===== config.mk =====
export PLATFORM = sky130hd
export DESIGN_NAME = dual_match_chan
export DESIGN_NICKNAME = d
export VERILOG_FILES = /design/src/rtl/dual_match_pkg.sv /design/src/rtl/dual_match_cmp.sv /design/src/rtl/dual_match_sync.sv /design/src/rtl/dual_match_drive.sv /design/src/rtl/dual_match_chan.sv
export SDC_FILE = /design/constraint.sdc
export NUM_CORES = 1
export LEC_CHECK = 0
export BUFFER_PORTS_ARGS = -buffer_cell sky130_fd_sc_hd__clkbuf_2
export CORE_AREA = 2 2 153 155
export CTS_BUF_LIST = sky130_fd_sc_hd__clkbuf_8
export DETAILED_ROUTE_END_ITERATION = 16
export DIE_AREA = 0 0 155 157
export HOLD_SLACK_MARGIN = 0.15
export PLACE_DENSITY = 0.56
export SETUP_SLACK_MARGIN = 0.3
export SLEW_MARGIN = 5
export SYNTH_ARGS = -nofsm -noshare
export SYNTH_HDL_FRONTEND = slang
export SYNTH_HIERARCHICAL = 1
export SYNTH_SLANG_ARGS = --single-unit

===== constraint.sdc =====
create_clock -name clk -period 5.4 [get_ports clk]
set_input_delay 0.54 -clock clk [delete_from_list [all_inputs] [get_ports clk]]
set_output_delay 0.54 -clock clk [all_outputs]
set_load 0.005 [all_outputs]

===== src/rtl/dual_match_pkg.sv =====
package dual_match_pkg;

    typedef enum logic [1:0] {
        ACT_NONE   = 2'd0,
        ACT_HIGH   = 2'd1,
        ACT_LOW    = 2'd2,
        ACT_TOGGLE = 2'd3
    } pin_act_e;

    typedef enum logic [1:0] {
        EDGE_OFF  = 2'd0,
        EDGE_RISE = 2'd1,
        EDGE_FALL = 2'd2,
        EDGE_BOTH = 2'd3
    } edge_sel_e;

    // packed MSB first: [10:9] edge, [8] base B, [7] base A,
    // [6:5] act B, [4:3] act A, [2] eq B, [1] eq A, [0] double
    typedef struct packed {
        edge_sel_e edge_sel;
        logic      base_b;
        logic      base_a;
        pin_act_e  act_b;
        pin_act_e  act_a;
        logic      eq_b;
        logic      eq_a;
        logic      dbl;
    } ctrl_t;

    localparam int CTRL_W = $bits(ctrl_t);

    localparam logic [2:0] ADDR_CTRL    = 3'd0;
    localparam logic [2:0] ADDR_MATCH_A = 3'd1;
    localparam logic [2:0] ADDR_MATCH_B = 3'd2;
    localparam logic [2:0] ADDR_CAP_A   = 3'd3;
    localparam logic [2:0] ADDR_CAP_B   = 3'd4;
    localparam logic [2:0] ADDR_STAT    = 3'd5;

    function automatic logic apply_act(input logic cur, input pin_act_e act);
        case (act)
            ACT_HIGH:   return 1'b1;
            ACT_LOW:    return 1'b0;
            ACT_TOGGLE: return ~cur;
            default:    return cur;
        endcase
    endfunction

endpackage


===== src/rtl/dual_match_cmp.sv =====
module dual_match_cmp #(
    parameter int TB_W = 24
) (
    input  logic [TB_W-1:0] base,
    input  logic [TB_W-1:0] match_val,
    input  logic            eq_only,
    output logic            hit
);
    localparam logic [TB_W-1:0] HALF = {1'b1, {(TB_W-1){1'b0}}};

    logic [TB_W-1:0] diff;

    always_comb begin
        diff = base - match_val;
        if (eq_only) hit = (base == match_val);
        else         hit = (diff < HALF);
    end

    always_comb begin
        assert (!(eq_only && hit) || (diff == '0))
            else $error("a_r3_eq_exact");
    end
endmodule


===== src/rtl/dual_match_sync.sv =====
module dual_match_sync
    import dual_match_pkg::*;
(
    input  logic      clk,
    input  logic      rst_n,
    input  logic      pin_in,
    input  edge_sel_e edge_sel,
    output logic      pin_lvl,
    output logic      edge_hit
);
    typedef struct packed {
        logic cur;
        logic prev;
    } sync_t;

    sync_t sync_d, sync_q;

    always_comb begin
        sync_d.cur  = pin_in;
        sync_d.prev = sync_q.cur;
        case (edge_sel)
            EDGE_RISE: edge_hit =  sync_q.cur & ~sync_q.prev;
            EDGE_FALL: edge_hit = ~sync_q.cur &  sync_q.prev;
            EDGE_BOTH: edge_hit =  sync_q.cur ^  sync_q.prev;
            default:   edge_hit = 1'b0;
        endcase
    end

    always_ff @(posedge clk or negedge rst_n) begin
        if (!rst_n) sync_q <= '0;
        else        sync_q <= sync_d;
    end

    assign pin_lvl = sync_q.cur;

    // the level seen by the host is pin_in from the previous edge
    a_r10_level_lag: assert property (@(posedge clk) disable iff (!rst_n)
        1'b1 |=> (pin_lvl == $past(pin_in)));
endmodule


===== src/rtl/dual_match_drive.sv =====
module dual_match_drive
    import dual_match_pkg::*;
(
    input  logic     pin_cur,
    input  logic [1:0] fire,
    input  pin_act_e act_a,
    input  pin_act_e act_b,
    output logic     pin_nxt
);
    logic after_a;

    always_comb begin
        after_a = fire[0] ? apply_act(pin_cur, act_a) : pin_cur;
        pin_nxt = fire[1] ? apply_act(after_a, act_b) : after_a;
    end

    always_comb begin
        assert ((fire != 2'b00) || (pin_nxt == pin_cur))
            else $error("a_r5_idle_hold");
    end
endmodule


===== src/rtl/dual_match_chan.sv =====
module dual_match_chan
    import dual_match_pkg::*;
#(
    parameter int TB_W = 24
) (
    input  logic            clk,
    input  logic            rst_n,
    input  logic [TB_W-1:0] time_a,
    input  logic [TB_W-1:0] time_b,
    input  logic            pin_in,
    input  logic            host_we,
    input  logic [2:0]      host_addr,
    input  logic [TB_W-1:0] host_wdata,
    output logic [TB_W-1:0] host_rdata,
    output logic            pin_out,
    output logic            pin_in_state,
    output logic            pin_out_state,
    output logic [1:0]      evt_flag,
    output logic            svc_req
);
    localparam int N_STG  = 2;
    localparam int STAT_W = 6;

    typedef struct packed {
        ctrl_t                       ctrl;
        logic [N_STG-1:0][TB_W-1:0]  match;
        logic [N_STG-1:0][TB_W-1:0]  cap;
        logic [N_STG-1:0]            armed;
        logic [N_STG-1:0]            flag;
        logic                        pin;
    } chan_t;

    chan_t chan_d, chan_q;

    logic [TB_W-1:0]  cmp_base   [N_STG];
    logic [TB_W-1:0]  cap_other  [N_STG];
    logic [N_STG-1:0] hit;
    logic [N_STG-1:0] wr_match;
    logic [N_STG-1:0] evt_match;
    logic [N_STG-1:0] evt_edge;
    logic [N_STG-1:0] evt_any;
    logic [N_STG-1:0] base_pick;
    logic [N_STG-1:0] eq_pick;
    logic             wr_ctrl;
    logic             wr_stat;
    logic             edge_hit;
    logic             pin_lvl;
    logic             pin_nxt;
    logic [STAT_W-1:0] stat_word;

    assign wr_ctrl   = host_we && (host_addr == ADDR_CTRL);
    assign wr_stat   = host_we && (host_addr == ADDR_STAT);
    assign base_pick = {chan_q.ctrl.base_b, chan_q.ctrl.base_a};
    assign eq_pick   = {chan_q.ctrl.eq_b, chan_q.ctrl.eq_a};

    dual_match_sync i_sync (
        .clk      (clk),
        .rst_n    (rst_n),
        .pin_in   (pin_in),
        .edge_sel (chan_q.ctrl.edge_sel),
        .pin_lvl  (pin_lvl),
        .edge_hit (edge_hit)
    );

    for (genvar g = 0; g < N_STG; g++) begin : g_stage
        assign cmp_base[g]  = base_pick[g] ? time_b : time_a;
        assign cap_other[g] = base_pick[g] ? time_a : time_b;
        assign wr_match[g]  = host_we && (host_addr == ADDR_MATCH_A + 3'(g));

        dual_match_cmp #(.TB_W(TB_W)) i_cmp (
            .base      (cmp_base[g]),
            .match_val (chan_q.match[g]),
            .eq_only   (eq_pick[g]),
            .hit       (hit[g])
        );

        assign evt_match[g] = chan_q.armed[g] & hit[g] & ~wr_match[g];
        assign evt_edge[g]  = chan_q.armed[g] & edge_hit & ~hit[g] & ~wr_match[g];
        assign evt_any[g]   = evt_match[g] | evt_edge[g];
    end

    dual_match_drive i_drive (
        .pin_cur (chan_q.pin),
        .fire    (evt_match),
        .act_a   (chan_q.ctrl.act_a),
        .act_b   (chan_q.ctrl.act_b),
        .pin_nxt (pin_nxt)
    );

    always_comb begin
        chan_d = chan_q;

        if (wr_ctrl) chan_d.ctrl = ctrl_t'(host_wdata[CTRL_W-1:0]);
        if (wr_stat) chan_d.flag = chan_q.flag & ~host_wdata[1:0];

        for (int i = 0; i < N_STG; i++) begin
            if (evt_any[i]) begin
                chan_d.armed[i] = 1'b0;
                chan_d.flag[i]  = 1'b1;
                chan_d.cap[i]   = evt_match[i] ? cap_other[i] : cmp_base[i];
            end
        end

        if (chan_q.ctrl.dbl && evt_any[0]) chan_d.armed[1] = 1'b1;

        if (wr_match[0]) begin
            chan_d.match[0] = host_wdata;
            chan_d.flag[0]  = 1'b0;
            chan_d.armed[0] = 1'b1;
            if (chan_q.ctrl.dbl) chan_d.armed[1] = 1'b0;
        end
        if (wr_match[1]) begin
            chan_d.match[1] = host_wdata;
            chan_d.flag[1]  = 1'b0;
            if (!chan_q.ctrl.dbl) chan_d.armed[1] = 1'b1;
        end

        chan_d.pin = pin_nxt;
    end

    always_ff @(posedge clk or negedge rst_n) begin
        if (!rst_n) chan_q <= '0;
        else        chan_q <= chan_d;
    end

    assign stat_word = {chan_q.pin, pin_lvl, chan_q.armed, chan_q.flag};

    always_comb begin
        case (host_addr)
            ADDR_CTRL:    host_rdata = TB_W'(chan_q.ctrl);
            ADDR_MATCH_A: host_rdata = chan_q.match[0];
            ADDR_MATCH_B: host_rdata = chan_q.match[1];
            ADDR_CAP_A:   host_rdata = chan_q.cap[0];
            ADDR_CAP_B:   host_rdata = chan_q.cap[1];
            ADDR_STAT:    host_rdata = TB_W'(stat_word);
            default:      host_rdata = '0;
        endcase
    end

    assign pin_out       = chan_q.pin;
    assign pin_out_state = chan_q.pin;
    assign pin_in_state  = pin_lvl;
    assign evt_flag      = chan_q.flag;
    assign svc_req       = |chan_q.flag;

    // a flag holds until cleared by status write or match rewrite
    a_r8_flag_hold: assert property (@(posedge clk) disable iff (!rst_n)
        (chan_q.flag[0] && !(wr_stat && host_wdata[0]) && !wr_match[0])
        |=> chan_q.flag[0]);

    // a comparator hit on an armed stage disarms it and raises its flag
    a_r4_fire_disarm: assert property (@(posedge clk) disable iff (!rst_n)
        (chan_q.armed[0] && hit[0] && !wr_match[0])
        |=> (!chan_q.armed[0] && chan_q.flag[0]));

    // in double mode B only becomes armed right after A fires
    a_r7_b_after_a: assert property (@(posedge clk) disable iff (!rst_n)
        ($rose(chan_q.armed[1]) && $past(chan_q.ctrl.dbl)) |-> $past(evt_any[0]));

    // no match firing, no pin change
    a_r5_pin_quiet: assert property (@(posedge clk) disable iff (!rst_n)
        (evt_match == 2'b00) |=> $stable(pin_out));

    // capture A changes only on an A event
    a_r4_cap_quiet: assert property (@(posedge clk) disable iff (!rst_n)
        !evt_any[0] |=> $stable(chan_q.cap[0]));
endmodule


======== After elaboration in Yosys (flattened, before gate mapping) ========
Index checks and enable logic that the tools add are counted.
word-level totals
  input port bits ......................... 79
  output and inout bits ................... 30
  bits in writable memories ............... 0
  bits in read-only memories .............. 0
  flip-flop bits (word level) ............. 114
  latch bits .............................. 0
  logic and storage cells ................. 100
  memories ................................ 0
cells by class
  multipliers ............................. 0
  equal/unequal tests ..................... 16
  bitwise operators ....................... 25
  order comparisons ....................... 2
  shifts and indexed selects .............. 0
  reduce and logical (&&, ||, !) cells .... 10
  divide/modulo/power cells ............... 0
  muxes and demuxes ....................... 26
  $add $sub $neg .......................... 2
operator list
  kind                  number
  $mux 24               6
  $pmux 24 s6           1
  $eq 24x24->1          2
  $lt 24x24->1 const B  2
  $sub 24x24->24        2
  $mux 1                14
  $and 1x1->1           12
  $eq 2x2->1 const B    6
  $pmux 1 s3            3
  $not 1->1             8
  $eq 2x1->1 const B    3
  $eq 3x2->1 const B    2
  $eq 3x3->1 const B    2
  $reduce_bool 3->1     2
  $logic_and 1x1->1     5
  $mux 2                2
  $eq 3x1->1 const B    1
  $logic_not 3->1       1
  $and 2x2->2           1
  $not 2->2             1
  $or 1x1->1            2
  $reduce_bool 2->1     1
  $reduce_or 2->1       1
  $xor 1x1->1           1

======== Longest topological paths before layout ========
  depth in word-level cells ............... 14
  mapped depth ............................ 17
  mapped depth without buffers ............ 14

======== Cells and area by module ========
Netlist, hierarchy kept.
by module, submodules not included
  module            cells each  area an instance (sq um)  times used
  dual_match_chan   870         7517.2                    1
  dual_match_cmp    89          628.1                     2
  dual_match_sync   11          108.9                     1
  dual_match_drive  5           31.3                      1

======== Worst setup path before layout ========
OpenSTA, ideal clock, no wires.
  path kind ............................... register to register
  start ................................... reg chan_q, in the netlist base_pick[1]
  end ..................................... reg chan_q[48] in the netlist's numbering
  setup time .............................. 137 ps
  path slack .............................. 1505 ps
  arrival ................................. 3758 ps
  buffers on the path ..................... 4
  stages on the path, launching flop included .. 17
  required time ........................... 5263 ps
  clock period less this slack ............ 3895 ps
  cell sequence ........................... dfrtp_1 > buf_2 > clkbuf_1 > buf_2 > nand2_1 > nand2_1 > ha_1 > nand4_2 > or4_1 > o21bai_1 > and4_4 > or4_1 > nand2_2 > clkbuf_1 > nor4b_2 > a311oi_1 > a21oi_1
RTL lines
  what                    RTL line                text
  start, declared         dual_match_chan.sv:33   chan_t chan_d, chan_q;
  start signal, assigned  dual_match_chan.sv:123  else chan_q <= chan_d;

==> results.yml <==
outcome:
  status: "completed"
sta:
  timing.hold.ws_ns: 0.1915
  setup_viol_count_final: 0
  finalWorstPathRequiredPeriod_ns: 4.631
  tightestPinTransition_ns: 1.146
  fin_tns_setup_ns: 0
  slew_viol_final: 0
  fmax_mhz: 215.9
  min_period_over_period_pct: 85.77
  rsz0062_at_grt: "false"
  max_slew_margin_pct: 23.59
  finalHoldViolations: 0
  finalWorstSetupSlack_ns: 0.7685
  worst_clock_skew_ns: 0.01889
clocking:
  htreeDepth: 4
  path_clk_slew_ns: 0.08
  clk_root_buffer_cell: "clkbuf_8"
  clock_latency_ns: 0.46
  clkSinkCount: 114
  cts_buffers: 17
  post_cts.resized_instances: 0
  cts_max_path_buffers: 2
  tritoncts: "yes"
route:
  firstDrtPassIters: 5
  drc: 0
  detailedRoute.firstIterationViolations: 501
  vias: 8216
  wirelength_mm: 29.29
  drt-wirelength-per-cell_um: 20.58
  vias_per_cell: 5.774
  final_antenna_net_count: 0
worst_setup_path:
  worst_ep_arrival_time_ns: 4.97
  critical_path.reg2reg.endpoint: "chan_q[7]"
  crit_required_ns: 5.73
  rrSetupSlack_ns: 0.77
  crit_fanout: 47
  crit_path_end_kind: "flop"
  reg2reg_from: "base_pick[0]"
  r2r_cells: 13
  setup.worst_path.class: "reg -> reg"
  critPathLaunchType: "flop"
die:
  row_count: 55
  die-width_um: 155
  io_pins: 109
  die_area_um2: 24340
  placeableCoreArea_um2: 22500
  initial_utilization_pct: 39.61
  die_height_um: 157
yosys:
  async_reset_ff_share_pct: 100.0
  synth_largest_type_area_fraction_pct: 32.00
  netlist_instances: 1064
  synth-edff-count: 0
  synthesis.area_um2: 8914
  dominantRegCellSynth: "dfrtp_1"
  syn_nets: 1191
  synth_seq_cells: 114
  synthesis.yosys.warnings: 6
  post_synth_main_area_contributors: "dfrtp_1, nand2_1, nor4b_2, ha_1, a22oi_1"
  synth-seq-area-share_pct: 32.00
  synth.largest_area_cell: "dfrtp_1"
  yosysUniqueCellTypes: 49
  syn_avg_cell_area_um2: 8.377
pwr:
  power_switching_share_pct: 41.76
  vdd_drop_max_v: 0.0001932
  share_seq_of_total_power_pct: 37.1
  netSwitchingPower_mw: 1.552
  power_report.internal_total_mw: 2.164
  power_density_nw_per_um2: 375.3
  power_leakage_nw: 4.633
  combinationalPowerShare_pct: 41.1
  power_frac_clock_pct: 21.8
layout:
  area.growth.synth_to_final_pct: 11.06
  layout.cells.non_filler: 1423
  layout.cells.most_common: "nand2_1"
  layout.nets: 1252
  insertedDiodeCount: 0
  final_area_um2: 9899
  post_route_cells_drive_above_1_share_pct: 20.12
  most-common-layout-cells: "nand2_1, dfrtp_1, clkbuf_2"
global_route:
  first_global_vias: 7995
  antenna_found_initial: 0
  global_route.overflow_total: 0
  gr-usage-all-layers_pct: 24.84
  wire_length_of_the_first_global_routing_pass_mm: 46.37
  grt_max_degree: 61
placed_design:
  globalplace.congestion: 0.8585
  detailedPlace.worstSlack_ns: 0.8104
  post_detailed_placement_half_perimeter_wirelength_mm: 20.32
  placed_cells: 1390
  place.port_buffers: 108
  placed_area_um2: 9510
hold_path:
  hold-path-cell-count: 1
  min_from: "pin_in"
  hold_path_class: "in -> reg"
  min_to: "i_sync/pin_lvl"
flow_run:
  max-cap-violations: 0
[routing by layer]
layer  routed length, um  vias up  global-route usage (%)  share of wire, %
met4                 488        0                   6.702               1.7
met5                   0        -                       0                 0
met2               13470      238                   40.28                46
met3                1519       32                   3.992               5.2
li1                    -     3911                       -                 -
met1               13810     4035                   34.50                47
[metrics by stage]
step	power, mW	util (%)
detailed placement	2.908	42.26
finish	3.716	43.99
global route	4.011	43.99
CTS	3.721	43.99
floorplan	2.445	-
global placement	2.882	42.26
[power groups by stage]
| stage | Combinational, mW | Sequential (mW) | Clock (mW) |
|---|---|---|---|
| 3_3_place_gp | 1.49 | 1.39 | 0 |
| 6_report | 1.53 | 1.38 | 0.810 |
| 3_5_place_dp | 1.52 | 1.39 | 0 |
| 5_1_grt | 1.73 | 1.42 | 0.866 |
| 2_1_floorplan | 1.18 | 1.27 | 0 |
| 4_1_cts | 1.53 | 1.38 | 0.818 |
[sequential cells by signal (all words and copies together), names as in the netlist]
name,cells
chan_q,107
base_pick,2
evt_flag,2
i_sync/pin_lvl,1
i_sync/sync_q,1
pin_out,1
[repair_timing]
| action | 4_1_cts | 5_1_grt |
|---|---|---|
| setup buffers | 0 | 0 |
| hold buffers | 1 | 0 |
| endpoints found under the hold margin | 23 | 0 |
[synthesized netlist by cell type (4+ instances only)]
library cell	n
a22oi_1	72
nand2b_1	53
nor4b_2	47
a21oi_1	46
and2_1	5
buf_1	5
a311oi_1	48
mux2_1	12
o21bai_1	4
nand2_1	285
inv_1	52
dfrtp_1	114
mux2_2	5
buf_4	5
o21ai_1	34
mux2i_1	26
ha_1	48
buf_2	46
nand4_1	10
nor2b_1	7
o22ai_1	21
o21ai_0	8
clkbuf_1	21
nand3_1	6
nor2_1	31
buf_6	10
or4_1	4
[worst max-delay path by stage]
stage	start	slack, ns	endpoint	cells past startpoint
floorplan	base_pick[1]	1.51	chan_q[48]	16
global placement	base_pick[0]	0.99	chan_q[10]	13
detailed placement	base_pick[0]	0.81	chan_q[8]	12
CTS	base_pick[0]	0.81	chan_q[20]	13
global route	base_pick[0]	0.48	chan_q[27]	13
finish	base_pick[0]	0.77	chan_q[7]	13
[cell type report]
cell class | instances | area, um2
clock buffer | 17 | 234.0
clock inverter | 15 | 145.1
fill | 2291 | 12600
inverter | 53 | 198.9
multi-input combinational | 810 | 5404
sequential | 114 | 2858
tap | 285 | 356.6
timing repair buffer | 129 | 703.2
[worst max-delay path, cell delays in order (launching register included)]
cell and delay, ns:
dfrtp_2 0.88, buf_4 0.40, nand2_1 0.12, nand2_1 0.09
ha_1 0.24, a21oi_1 0.14, o21ai_0 0.15, a221oi_1 0.41
and4_4 0.28, or4_1 0.17, and2_1 0.92, a22oi_1 0.22
a311oi_1 0.39, o21ai_1 0.09
[cell families (layout without fill, tap and decap cells)]
group | Yosys count | in the layout | synth area share (%)
flops | 114 | 114 | 32.00
simple gates | 470 | 470 | 29.44
xor+xnor | 2 | 2 | 0.1966
fa+ha+maj | 48 | 48 | 6.738
mux | 44 | 44 | 5.320
compound gates | 246 | 246 | 18.71
buf+inv | 140 | 214 | 7.594
Note: power is estimated with default switching activity, not from simulation.
